[src/rtl/sic64_pkg.sv]
package sic64_pkg;
  localparam int NSRC = 64;
  localparam int VW   = 6;
  localparam int DW   = 32;

  // word addresses
  localparam int A_MASK_HI = 0;
  localparam int A_MASK_LO = 1;
  localparam int A_PEND_HI = 2;
  localparam int A_PEND_LO = 3;
  localparam int A_VEC     = 4;
  localparam int A_SNS0    = 5;

  typedef enum logic [1:0] {
    SNS_LVL_LO = 2'd0,
    SNS_LVL_HI = 2'd1,
    SNS_FALL   = 2'd2,
    SNS_RISE   = 2'd3
  } sense_e;

  // 1 selects the high register pair, 0 the low pair
  function automatic logic map_is_hi(input int v);
    return (v < 16) || (v >= 32 && v < 48);
  endfunction

  // bit position of source v inside its register
  function automatic logic [4:0] map_bit(input int v);
    if (v == 0)       return 5'd0;
    else if (v < 16)  return 5'(16 - v);
    else if (v < 19)  return 5'(18 - v);
    else if (v < 31)  return 5'(33 - v);
    else if (v == 31) return 5'd0;
    else if (v < 48)  return 5'(63 - v);
    else              return 5'(v - 32);
  endfunction
endpackage

[src/rtl/sic64_sense.sv]
module sic64_sense #(
  parameter int N      = 64,
  parameter int STAGES = 2
) (
  input  logic           clk,
  input  logic           rst,
  input  logic [N-1:0]   src_i,
  input  logic [2*N-1:0] sense,
  output logic [N-1:0]   hit
);
  import sic64_pkg::*;

  logic [STAGES-1:0][N-1:0] sync_q;
  logic [N-1:0]             prev_q;
  logic [N-1:0]             cur;

  assign cur = sync_q[STAGES-1];

  // inputs idle high, so the chain resets to ones
  always_ff @(posedge clk) begin
    if (rst) begin
      sync_q <= '1;
      prev_q <= '1;
    end else begin
      sync_q[0] <= src_i;
      for (int k = 1; k < STAGES; k++) sync_q[k] <= sync_q[k-1];
      prev_q <= cur;
    end
  end

  for (genvar i = 0; i < N; i++) begin : g_src
    always_comb begin
      case (sense_e'(sense[2*i +: 2]))
        SNS_LVL_LO: hit[i] = ~cur[i];
        SNS_LVL_HI: hit[i] = cur[i];
        SNS_FALL:   hit[i] = prev_q[i] & ~cur[i];
        default:    hit[i] = ~prev_q[i] & cur[i];
      endcase
    end
  end
endmodule

[src/rtl/sic64_prio.sv]
module sic64_prio #(
  parameter int N  = 64,
  parameter int VW = 6
) (
  input  logic [N-1:0]  act,
  output logic [VW-1:0] vec,
  output logic          any
);
  // scan downward so the lowest nonzero index wins
  always_comb begin
    vec = '0;
    for (int i = N - 1; i >= 1; i--) begin
      if (act[i]) vec = VW'(i);
    end
  end

  assign any = |act;
endmodule

[src/rtl/sic64_ctrl.sv]
module sic64_ctrl
  import sic64_pkg::*;
#(
  parameter int ADDR_W      = 4,
  parameter int SYNC_STAGES = 2
) (
  input  logic              clk,
  input  logic              rst,
  input  logic              wr_en,
  input  logic              rd_en,
  input  logic [ADDR_W-1:0] addr,
  input  logic [DW-1:0]     wdata,
  output logic [DW-1:0]     rdata,
  input  logic [NSRC-1:0]   src_i,
  output logic              irq_o
);
  localparam int SNS_PER_WORD = DW / 2;
  localparam int SNS_WORDS    = NSRC / SNS_PER_WORD;

  logic [1:0][DW-1:0]   mask_q;
  logic [2*NSRC-1:0]    sense_q;
  logic [NSRC-1:0]      pend_q;
  logic [NSRC-1:0]      hit, hit_eff, clr, mask_vec, act;
  logic [1:0][DW-1:0]   pend_view;
  logic [VW-1:0]        vec_n, vec_q;
  logic                 any_n;
  logic [DW-1:0]        rd_mux;

  sic64_sense #(.N(NSRC), .STAGES(SYNC_STAGES)) u_sense (
    .clk(clk), .rst(rst), .src_i(src_i), .sense(sense_q), .hit(hit)
  );

  assign hit_eff = {hit[NSRC-1:1], 1'b0};

  // per-source view of mask and clear strobes through the fixed table
  always_comb begin
    for (int v = 0; v < NSRC; v++) begin
      mask_vec[v] = mask_q[map_is_hi(v)][map_bit(v)];
      clr[v] = wr_en && wdata[map_bit(v)] &&
               (map_is_hi(v) ? (addr == ADDR_W'(A_PEND_HI))
                             : (addr == ADDR_W'(A_PEND_LO)));
    end
  end

  // register view of pending bits: shared positions are ORed
  always_comb begin
    pend_view = '0;
    for (int v = 0; v < NSRC; v++)
      pend_view[map_is_hi(v)][map_bit(v)] = pend_view[map_is_hi(v)][map_bit(v)] | pend_q[v];
  end

  assign act = pend_q & mask_vec;

  sic64_prio #(.N(NSRC), .VW(VW)) u_prio (
    .act(act), .vec(vec_n), .any(any_n)
  );

  always_ff @(posedge clk) begin
    if (rst) begin
      mask_q  <= '0;
      sense_q <= '0;
    end else if (wr_en) begin
      if (addr == ADDR_W'(A_MASK_HI)) mask_q[1] <= wdata;
      if (addr == ADDR_W'(A_MASK_LO)) mask_q[0] <= wdata;
      for (int k = 0; k < SNS_WORDS; k++)
        if (addr == ADDR_W'(A_SNS0 + k)) sense_q[k*DW +: DW] <= wdata;
    end
  end

  // a set in the same cycle as a clear wins
  always_ff @(posedge clk) begin
    if (rst) pend_q <= '0;
    else     pend_q <= (pend_q & ~clr) | hit_eff;
  end

  always_ff @(posedge clk) begin
    if (rst) begin
      vec_q <= '0;
      irq_o <= 1'b0;
    end else begin
      vec_q <= vec_n;
      irq_o <= any_n;
    end
  end

  always_comb begin
    rd_mux = '0;
    if (addr == ADDR_W'(A_MASK_HI)) rd_mux = mask_q[1];
    if (addr == ADDR_W'(A_MASK_LO)) rd_mux = mask_q[0];
    if (addr == ADDR_W'(A_PEND_HI)) rd_mux = pend_view[1];
    if (addr == ADDR_W'(A_PEND_LO)) rd_mux = pend_view[0];
    if (addr == ADDR_W'(A_VEC))     rd_mux = {vec_q, {(DW-VW){1'b0}}};
    for (int k = 0; k < SNS_WORDS; k++)
      if (addr == ADDR_W'(A_SNS0 + k)) rd_mux = sense_q[k*DW +: DW];
  end

  always_ff @(posedge clk) begin
    if (rst)        rdata <= '0;
    else if (rd_en) rdata <= rd_mux;
  end
endmodule

[config.mk]
export PLATFORM = sky130hd
export DESIGN_NAME = sic64_ctrl
export DESIGN_NICKNAME = d
export VERILOG_FILES = /design/src/rtl/sic64_pkg.sv /design/src/rtl/sic64_sense.sv /design/src/rtl/sic64_prio.sv /design/src/rtl/sic64_ctrl.sv
export SDC_FILE = /design/constraint.sdc
export NUM_CORES = 1
export LEC_CHECK = 0
export BUFFER_PORTS_ARGS = -buffer_cell sky130_fd_sc_hd__clkbuf_2
export CELL_PAD_IN_SITES_DETAIL_PLACEMENT = 0
export CELL_PAD_IN_SITES_GLOBAL_PLACEMENT = 1
export CORE_AREA = 2 2 192 213
export DETAILED_ROUTE_END_ITERATION = 6
export DIE_AREA = 0 0 194 215
export PLACE_DENSITY_LB_ADDON = 0.1
export SLEW_MARGIN = 20
export SYNTH_ARGS = -nofsm -noshare
export SYNTH_HDL_FRONTEND = slang
export SYNTH_SLANG_ARGS = --single-unit
[constraint.sdc]
create_clock -name clk -period 4.5 [get_ports clk]
set_input_delay 1.35 -clock clk [delete_from_list [all_inputs] [get_ports clk]]
set_output_delay 1.35 -clock clk [all_outputs]
set_load 0.1 [all_outputs]
==> results of run 1 <==
-- flip-flops by register name (all words and copies together), names as in the netlist --
signal and flops:
u_sense.cur 63, sense_q 128, u_sense.sync_q 63, rdata 32
mask_q 64, vec_q 6, pend_q 64, irq_o 1
u_sense.prev_q 63
-- placed cells by master, fill, tap and decap left out, types with 7 or more instances in the layout --
master                      count
sky130_fd_sc_hd__a21oi_1      296
sky130_fd_sc_hd__a221oi_1       8
sky130_fd_sc_hd__a222oi_1      10
sky130_fd_sc_hd__a22o_1         9
sky130_fd_sc_hd__a22oi_1       94
sky130_fd_sc_hd__a311oi_1      29
sky130_fd_sc_hd__a31oi_1       62
sky130_fd_sc_hd__a32oi_1        7
sky130_fd_sc_hd__and2_1        16
sky130_fd_sc_hd__buf_4         35
sky130_fd_sc_hd__clkbuf_1      11
sky130_fd_sc_hd__clkbuf_16     52
sky130_fd_sc_hd__clkbuf_2     134
sky130_fd_sc_hd__clkbuf_8      13
sky130_fd_sc_hd__dfxtp_1      484
sky130_fd_sc_hd__nand2_1      645
sky130_fd_sc_hd__nand3_1       34
sky130_fd_sc_hd__nor2_1        42
sky130_fd_sc_hd__nor2b_1       63
sky130_fd_sc_hd__nor3_1        66
sky130_fd_sc_hd__o21ai_0       16
sky130_fd_sc_hd__o21ai_1       25
sky130_fd_sc_hd__or2_2        190
-- layout make-up --
class	count	area share
flip-flops and latches	484	0.4436
multi-input cells	1676	0.3992
clock buffers	76	0.06966
repair buffers	174	0.04709
well taps	513	0.02939
clock inverters	16	0.01060
inverters	2	0.0003437
diodes	1	0.0001146
-- through the flow --
step	cells	instance area [um2]	utilization	hold WS [ps]	power, uW
6_report	2942	21840	0.5502	400.5	9548
5_1_grt	2941	21840	0.5502	415.3	9859
4_1_cts	2941	21840	0.5502	404.1	9626
3_5_place_dp	2849	20090	0.5060	392.3	5271
3_3_place_gp	2849	20090	0.5060	391.6	5260
2_1_floorplan	2337	19170	-	389.5	5044
-- cell usage after synthesis, drive strengths merged (2+ instances only) --
| cell type | n | share of area |
|---|---|---|
| a2111oi | 2 | 0.00091 |
| a211oi | 2 | 0.00078 |
| a21oi | 296 | 0.077 |
| a221oi | 8 | 0.0037 |
| a222oi | 10 | 0.0052 |
| a22o | 9 | 0.0041 |
| a22oi | 94 | 0.037 |
| a311oi | 33 | 0.016 |
| a31oi | 62 | 0.020 |
| a32o | 4 | 0.0021 |
| a32oi | 7 | 0.0032 |
| and2 | 16 | 0.0052 |
| and3 | 4 | 0.0013 |
| buf | 82 | 0.022 |
| clkbuf | 93 | 0.018 |
| dfxtp | 484 | 0.51 |
| inv | 2 | 0.00039 |
| mux2i | 6 | 0.0031 |
| nand2 | 645 | 0.13 |
| nand2b | 2 | 0.00065 |
| nand3 | 34 | 0.0089 |
| nand3b | 3 | 0.0012 |
| nand4 | 2 | 0.00065 |
| nor2 | 42 | 0.0082 |
| nor2b | 63 | 0.021 |
| nor3 | 67 | 0.017 |
| nor4 | 3 | 0.0018 |
| nor4b | 3 | 0.0025 |
| o2111ai | 4 | 0.0018 |
| o211ai | 4 | 0.0016 |
| o21ai | 41 | 0.011 |
| or2 | 190 | 0.062 |
| xnor2 | 3 | 0.0014 |
| xor2 | 3 | 0.0014 |
-- power groups by stage --
stage / registers (uW) / clock network [uW] / logic [uW]
after floorplan: 4720 / 0 / 327
after global placement: 4640 / 0 / 624
after detailed placement: 4640 / 0 / 632
after CTS: 4550 / 4450 / 634
after global routing: 4560 / 4610 / 685
final: 4550 / 4360 / 635
-- worst paths after layout --
path / from / to / cells past startpoint
max reg2reg: pend_q[62]$_SDFF_PP0_ / irq_o$_SDFF_PP0_ / 5
min reg2reg: u_sense.sync_q[5]$_SDFF_PP1_ / u_sense.cur[5]$_SDFF_PP1_ / 1
max: addr[2] / rdata[18]$_SDFFE_PP0P_ / 9
min: u_sense.sync_q[5]$_SDFF_PP1_ / u_sense.cur[5]$_SDFF_PP1_ / 1
-- logic make-up (layout without fill, tap and decap cells) --
logic type / Yosys count / after routing
xor gates and xnor gates: 6 / 6
other: 0 / 1
muxes: 6 / 6
DFF: 484 / 484
AOI/OAI and AO/OA: 586 / 586
buffers and inverters: 177 / 268
and+or+nand+nor: 1078 / 1078
-- routing by layer --
metal / GRT usage / part of all wire
met1: 0.3921 / 0.43
met2: 0.4560 / 0.45
met3: 0.04222 / 0.078
met4: 0.1212 / 0.038
met5: 0 / 0
==> results by stage, run 1 <==
Worst setup path:
- Setup slack on the worst reg-to-reg path comes out at approximately 2100 ps.
- Together, buffers and inverters on the worst path number 3.
- The signal on the critical path passes through clkbuf_2 > nor2b_1 > buf_4 > and3b_1 > buf_4 > a21oi_1 > nand3_1 > o21ai_1 > a311oi_1.
- The top fanout value on the critical path is 13.
- The slowest stage cell on the critical path is sky130_fd_sc_hd__and3b_1.
- Among cell families on the critical path, the largest total delay comes from simple AND/OR/NAND/NOR gates.
- The type of the worst setup path is in2reg.
- The endpoint type of the worst setup path is a register.
- The critical path data required time is about 5000 ps.
- STA puts the critical path data arrival time at roughly 3500 ps.
- The critical path's most frequent cell is sky130_fd_sc_hd__buf_4.
- The biggest cell delay along the critical path is roughly 640 ps.
- The startpoint class of the critical path is an input pin.

Yosys:
- The synthesized net count is around 2,400.
- Of all flip-flops after synthesis, the portion carrying an async set or reset was 0.
- The post-synthesis cell count is around 2,300.
- The area of the mapped netlist is 19,170 um2.
- The XOR/XNOR share of the synthesized area is 0.002741.
- For this run, the leading register cell type out of synthesis is sky130_fd_sc_hd__dfxtp_1.
- The distinct cell type count of the synthesized netlist is between 50 and 60.
- Measured against the total synthesized area, the mux share comes to 0.003132.
- Of the synthesized area, sequential elements account for 0.5054.
- The average instance in the mapped netlist occupies between 8 and 9 um2.
- The post-synthesis compound-gate area fraction was 0.1892.
- Counting flops with a built-in enable in the synthesized netlist gives 0.
- The area share of and/or/nand/nor cells after synthesis is 0.2589.
- The number of register bits inferred by synthesis is between 400 and 500.
- The area share of fa/ha/maj cells after synthesis is 0.
- Yosys printed 0 warnings.
- By area, the combinational part of the netlist is dominated by simple AND/OR/NAND/NOR gates.

GRT:
- The via count of the first global-routing pass is 15,630.
- The wire length of the first global-routing pass is just over 90 mm.
- For this run, the total global-route usage over all layers was measured as 0.2875.
- The pin count of the biggest net entering global routing is approximately 170.
- After global routing the overflow that remains totals 0.
- The initial antenna violation count is 2.

Clocking:
- Clock-pin slew was measured on the worst setup and hold paths at approximately 60 ps.
- Buffers inserted to repair hold after CTS numbered 0.
- In this run, CTS created clock tree buffers numbering a little over 50.
- The buffer depth of the longest clock path is 3.
- The root buffer cell is sky130_fd_sc_hd__clkbuf_16.
- The clock latency reported for the late side of the worst-skew pair is 600 ps.
- The number of resized instances in the post-cts repair step is 0.
- TritonCTS built the clock tree.
- The number of sinks driven by the clock tree is slightly below 500.
- The buffer count from post-CTS setup fixing is 0.
- The clock tree synthesis step divided the H-tree into 2 levels.

STA:
- Timing would allow up to ~0.33 GHz.
- The final number of hold-violating endpoints is 0.
- The slew of the pin with the lowest slew margin is 1000 ps.
- The worst pin sits at a relative slew slack of 0.3332.
- Setup repair after global routing left no endpoint under its margin.
- The accumulated negative setup slack is 0 ps.
- Setup violations remaining at the end of the flow were counted as 0.
- The post-route clock skew is about 14 ps.
- The max-slew violation count is 0.
- The smallest setup slack after layout is about 1500 ps.
- The clock period minus final worst setup slack is around 3000 ps.
- In the finished design, the share of the clock period the worst path needs comes to 0.6648.

Floorplanning:
- The die is between 150 and 200 um wide.
- The initial core utilization is 0.4830.
- The floorplan step defined a die boundary enclosing 41,710 um2.
- The height of the die is roughly 220 um.
- The row count is 77.
- In this run the count of I/O pins placed on the die edge is between 100 and 150.
- The total area inside the core boundary comes to about 40,000 um2.

Layout:
- The area occupied by multi-input gates is 8718 um2.
- The filler cell count is ~3,800.
- For this run, the post-layout net count is approximately 2,500.
- The layout-stage area growth over the synthesis result is 13.91%.
- The layout cell share with drive strength beyond 1 is 0.1878.
- Registers take ~9700 um2.

Pwr:
- Of the total power, the clock network draws 0.457.
- The static leakage is between 0.007 and 0.008 uW.
- Cell internal power was estimated by the tool at around 7200 uW.
- The share of total power in sequential cells is 0.477.
- Of the total power, combinational logic draws 0.067.
- The worst-case IR drop observed on VDD is 0.4343 mV.
- The areal power density over the cells is roughly 440 nW/um2.
- Of the total power, the share spent switching nets is 0.2416.
- The switching power of the nets is 2307 uW.

Min path:
- In this run the worst hold path is classified as reg2reg.

Place:
- Timing analysis after detailed placement gives a worst setup slack of just over 900 ps.
- Routability-driven placement finished with a final weighted congestion of roughly 0.92.
- The HPWL after detailed placement is between 40 and 50 mm.
- In this run the tool buffered the top-level ports with approximately 140 buffer cells.

Run:
- The tool flagged a number of max-cap violations equal to 0.

Detailed routing:
- The iteration count of the initial detailed-routing pass is 6.
- The ratio of routed vias to standard cells is between 5 and 6.
- In the final routed layout, each cell accounts on average for about 21 um.
- The detailed router placed 16,870 vias in this run.
- For this run, design rule violations remaining after detail routing come to 0.
- The first routing iteration left around 1,600 violations.
- The remaining antenna violation count after routing is 0.
- The wire length reported by the detailed router is approximately 61 mm.

Status:
- The run finished with clean final reports.
No activity file was read; power rests on OpenSTA's default activity.
==> inputs of run 2 (changes only) <==
--- a/config.mk
+++ b/config.mk
@@ -5,12 +5,13 @@
 export SDC_FILE = /design/constraint.sdc
 export NUM_CORES = 1
 export LEC_CHECK = 0
+export ABC_AREA = 1
 export BUFFER_PORTS_ARGS = -buffer_cell sky130_fd_sc_hd__clkbuf_2
 export CELL_PAD_IN_SITES_DETAIL_PLACEMENT = 0
 export CELL_PAD_IN_SITES_GLOBAL_PLACEMENT = 1
-export CORE_AREA = 2 2 192 213
+export CORE_AREA = 2 2 210 233
 export DETAILED_ROUTE_END_ITERATION = 6
-export DIE_AREA = 0 0 194 215
+export DIE_AREA = 0 0 212 235
 export PLACE_DENSITY_LB_ADDON = 0.1
 export SLEW_MARGIN = 20
 export SYNTH_ARGS = -nofsm -noshare
==> constraint.sdc (replaced) <==
create_clock -name clk -period 2.64 [get_ports clk]
set_input_delay 0.792 -clock clk [delete_from_list [all_inputs] [get_ports clk]]
set_output_delay 0.792 -clock clk [all_outputs]
set_load 0.1 [all_outputs]
==> results by stage, run 2 <==
Layout:
- The post-route core utilization was 0.4831 (was 0.5502).
- The final cell count without fillers is 3,267 (was 2,942).
- The most common library cell in the layout ignoring fill and taps is sky130_fd_sc_hd__dfxtp_1 (was sky130_fd_sc_hd__nand2_1).
- The layout cell share with drive strength beyond 1 is 0.2035 (was 0.1878).
- Leading registers by flop count: sense_q: 128 flops, mask_q: 64 flops, pend_q: 64 flops (unchanged).
- The flip-flop count of the largest register after layout is 128 (unchanged).
- The number of nets in the final layout is 2,683 (was 2,493).
- The register with the most flip-flops is sense_q (unchanged).
- Leading cell types in the layout, fill and taps excluded: sky130_fd_sc_hd__dfxtp_1 (480), sky130_fd_sc_hd__nand2_1 (379), sky130_fd_sc_hd__inv_1 (270) (was sky130_fd_sc_hd__nand2_1 (645), sky130_fd_sc_hd__dfxtp_1 (484), sky130_fd_sc_hd__a21oi_1 (296)).
- The layout-stage area growth over the synthesis result is 21.69% (was 13.91%).

GRT:
- The pin count of the biggest net entering global routing is 99 (was 168).
- The wire length of the first global-routing pass is 105.6 mm (was 92.69 mm).
- The total routing resource utilization after global routing was 0.2854 (was 0.2875).
- The residual overflow from global routing is 0 (unchanged).
- The initial antenna violation count came to 1 (was 2).
- The via count of the first global-routing pass is 16,990 (was 15,630).

Min path:
- The start point of the worst hold path is src_i[53] (was u_sense.sync_q[5]$_SDFF_PP1_).
- The end point of the most critical hold path is u_sense.sync_q[53]$_SDFF_PP1_ (was u_sense.cur[5]$_SDFF_PP1_).
- The worst hold path cell count is 2 (was 1).
- The worst hold-check path type is in2reg (was reg2reg).

Clocking:
- The CTS tree was done (unchanged).
- The hold-fix buffer count after cts was 0 (unchanged).
- The buffer depth of the longest clock path is 3 (unchanged).
- The clock latency reported for the late side of the worst-skew pair is 600 ps (about the same).
- The root buffer cell was sky130_fd_sc_hd__clkbuf_16 (unchanged).
- The number of CTS-inserted buffers is 52 (was 51).
- The deepest level of the CTS H-tree came to 2 (unchanged).
- The clock-pin slew on the worst setup and hold paths is 60 ps (about the same).
- The number of sinks driven by the clock tree was 484 (unchanged).

Floorplanning:
- The x dimension of the die was 212 um (was 194 um).
- The area of the core is 47,400 um2 (was 39,690 um2).
- The row count is 84 (was 77).
- The top-level port count is 137 (unchanged).
- The initial core utilization is 0.3970 (was 0.4830).
- The die outline area was 49,820 um2 (was 41,710 um2).
- The height of the die is 235 um (was 215 um).

Detailed routing:
- The remaining antenna violation count after routing is 0 (unchanged).
- The wire length per cell after detailed routing came to 21.79 um (was 20.78 um).
- The iteration count of the initial detailed-routing pass is 5 (was 6).
- The wire length reported by the detailed router is 71.20 mm (was 61.13 mm).
- The vias after detailed routing is 17,360 (was 16,870).
- The number of DRC markers after the initial detailed-route iteration is 1,476 (was 1,558).
- The ratio of routed vias to standard cells is 5.314 (was 5.735).
- The remaining routing DRC violations is 0 (unchanged).

Worst setup path:
- The worst path arrival time is 4320 ps (was 3490 ps).
- The capturing point of the worst reg2reg path is vec_q[0]$_SDFF_PP0_ (was irq_o$_SDFF_PP0_).
- The worst setup slack for register-to-register paths was -1200 ps (was 2140 ps).
- The slowest stage cell on the critical path is sky130_fd_sc_hd__dfxtp_2 (was sky130_fd_sc_hd__and3b_1).
- The endpoint type of the worst setup path is a register (unchanged).
- The startpoint class of the critical path is a register (was input pin).
- The type of the worst setup path is reg2reg (was in2reg).
- The number of cell instances on the worst register-to-register path is 64 (was 5).
- The critical path's most frequent cell is sky130_fd_sc_hd__nand2_1 (was sky130_fd_sc_hd__buf_4).
- The start point of the critical path is pend_q[63]$_SDFF_PP0_ (was addr[2]).
- The critical path data required time is 3120 ps (was 5000 ps).
- The top fanout value on the critical path came to 2 (was 13).
- The biggest cell delay along the critical path is 320 ps (was 640 ps).
- The startpoint of the lowest-slack register-to-register path was pend_q[63]$_SDFF_PP0_ (was pend_q[62]$_SDFF_PP0_).

STA:
- The post-route worst hold slack is 371.2 ps (was 400.5 ps).
- Setup repair after global routing missed its margin: true (was false).
- The maximum operating frequency is 0.2603 GHz.
- The post-route clock skew came to 24.02 ps (was 14.44 ps).
- The worst path in the final design needs a cycle of ~3800 ps, including I/O delays and setup.
- The slew of the pin with the lowest slew margin is 758.3 ps (was 1000 ps).
- In the finished design, the share of the clock period the worst path needs comes to 1.455.
- The worst max-slew margin expressed relative to the limit is 0.4879 (was 0.3332).
- The final number of hold-violating endpoints is 0 (unchanged).
- The smallest setup slack after layout is -1202 ps (was 1508 ps).
- The max-slew violation count was 0 (unchanged).
- The number of failing setup endpoints in the final timing report is 2 (was 0).

Yosys:
- The largest area contributor in the synthesized netlist is sky130_fd_sc_hd__dfxtp_1 (unchanged).
- Top cell types by occurrence after synthesis: sky130_fd_sc_hd__dfxtp_1 (484), sky130_fd_sc_hd__nand2_1 (390), sky130_fd_sc_hd__inv_1 (272), sky130_fd_sc_hd__a21oi_1 (244), sky130_fd_sc_hd__o21ai_0 (163) (was sky130_fd_sc_hd__nand2_1 (645), sky130_fd_sc_hd__dfxtp_1 (484), sky130_fd_sc_hd__a21oi_1 (296), sky130_fd_sc_hd__or2_2 (190), sky130_fd_sc_hd__a22oi_1 (94)).
- The flip-flop cell with the highest count after synthesis is sky130_fd_sc_hd__dfxtp_1 (unchanged).
- The share of flip-flops with an asynchronous set or reset after synthesis was 0 (unchanged).
- The Yosys warning count is 0 (unchanged).
- The number of enable-type register cells in the synthesized netlist is 0 (unchanged).
- The distinct cell type count of the synthesized netlist was 31 (was 56).
- The post-synthesis cell count came to 2,385 (was 2,337).
- The number of register bits inferred by synthesis is 484 (unchanged).
- The synthesized net count is 2,489 (was 2,441).
- The dominant cell by count in the synthesized netlist is sky130_fd_sc_hd__dfxtp_1 (was sky130_fd_sc_hd__nand2_1).
- Top cells by area in the synthesized netlist: sky130_fd_sc_hd__dfxtp_1 (51%), sky130_fd_sc_hd__nand2_1 (7.8%), sky130_fd_sc_hd__a21oi_1 (6.5%) (was sky130_fd_sc_hd__dfxtp_1 (51%), sky130_fd_sc_hd__nand2_1 (13%), sky130_fd_sc_hd__a21oi_1 (7.7%)).
- The proportion of synthesized chip area in sequential cells is 0.5149 (was 0.5054).
- The area share of the largest cell type after synthesis is 0.5149 (was 0.5054).
- The mean area per synthesized cell was 7.890 um2 (was 8.204 um2).
- The area of the mapped netlist is 18,820 um2 (was 19,170 um2).

Pwr:
- The areal power density over the cells is 721.9 nW/um2 (was 437.2 nW/um2).
- The static leakage came to 0.009171 uW (was 0.007637 uW).
- The maximum vdd drop is 0.4996 mV (was 0.4343 mV).

Run:
- The number of max-capacitance violations reported came to 0 (unchanged).

Place:
- The number of port buffers is 135 (unchanged).
- The global placer's final weighted congestion is 0.8829 (was 0.9165).
- The placed cell count came to 3,169 (was 2,849).
- The HPWL after detailed placement is 51.73 mm (was 41.21 mm).

Status:
- Result of the run: finished, violations left (was complete, no violations).
- The final reports fail on setup timing.
## run 2: layer usage
| metal | routed length (um) | up-vias | GRT usage |
|---|---|---|---|
| met5 | 0 | - | 0 |
| met4 | 2653 | 0 | 0.1044 |
| met3 | 3955 | 132 | 0.04183 |
| met2 | 31700 | 555 | 0.4452 |
| met1 | 32890 | 8296 | 0.3991 |
| li1 | - | 8377 | - |
## run 2: kinds of logic (layout without fill, tap and decap cells)
| logic type | after synthesis | in the layout | synth area share |
|---|---|---|---|
| compound gates | 769 | 769 | 0.2327 |
| buf+inv | 411 | 645 | 0.08265 |
| other cells | 0 | 3 | 0 |
| simple gates | 721 | 721 | 0.1698 |
| flops | 484 | 484 | 0.5149 |
## run 2: stage by stage
stage	setup TNS, ps	instance area (um2)	power (uW)	setup slack [ps]
5_1_grt	-2196	22890	17090	-1834
2_1_floorplan	-497.4	18820	8536	-497.4
3_3_place_gp	-2616	21110	9188	-1243
3_5_place_dp	-2994	21110	9196	-1177
6_report	-1298	22900	16530	-1202
4_1_cts	-1173	22870	16640	-1173
## run 2: repair_timing
action | CTS | global route
gates resized for setup | 3 | 9
hold endpoints to repair | 0 | 0
setup buffers | 0 | 1
pin swaps | 1 | 11
endpoints found under the setup margin | 2 | 2
## run 2: final cells by class
| type | count | area (um2) |
|---|---|---|
| diodes | 3 | 7.507 |
| clock buffers | 75 | 1528 |
| clock inverters | 19 | 215.2 |
| fillers | 4733 | 24500 |
| inverters | 282 | 1064 |
| multi-input cells | 1490 | 7620 |
| flip-flops and latches | 484 | 9694 |
| well taps | 645 | 807.0 |
| repair buffers | 269 | 1963 |
## run 2: worst max path at each step
| stage | endpoint | slack (ps) | cells after the start |
|---|---|---|---|
| 4_1_cts | vec_q[0]$_SDFF_PP0_ | -1170 | 64 |
| 5_1_grt | vec_q[0]$_SDFF_PP0_ | -1830 | 64 |
| 6_report | vec_q[0]$_SDFF_PP0_ | -1200 | 64 |
| 3_3_place_gp | vec_q[0]$_SDFF_PP0_ | -1240 | 64 |
| 3_5_place_dp | vec_q[0]$_SDFF_PP0_ | -1180 | 64 |
| 2_1_floorplan | vec_q[0]$_SDFF_PP0_ | -500 | 64 |
## run 2: report_power, final
group | internal [uW] | total, uW | switching (uW)
clock | 4400 | 7480 | 3080
combinational | 442 | 1300 | 854
sequential | 7570 | 7760 | 181
total | 12400 | 16500 | 4110
## run 2: critical path, delay by kind of cell (launching register included)
family                 cells  cell delay, ps
AND/OR/NAND/NOR           62            3380
buffers and inverters      1              40
AO/OA/AOI/OAI              1              50
flip-flops                 1             320
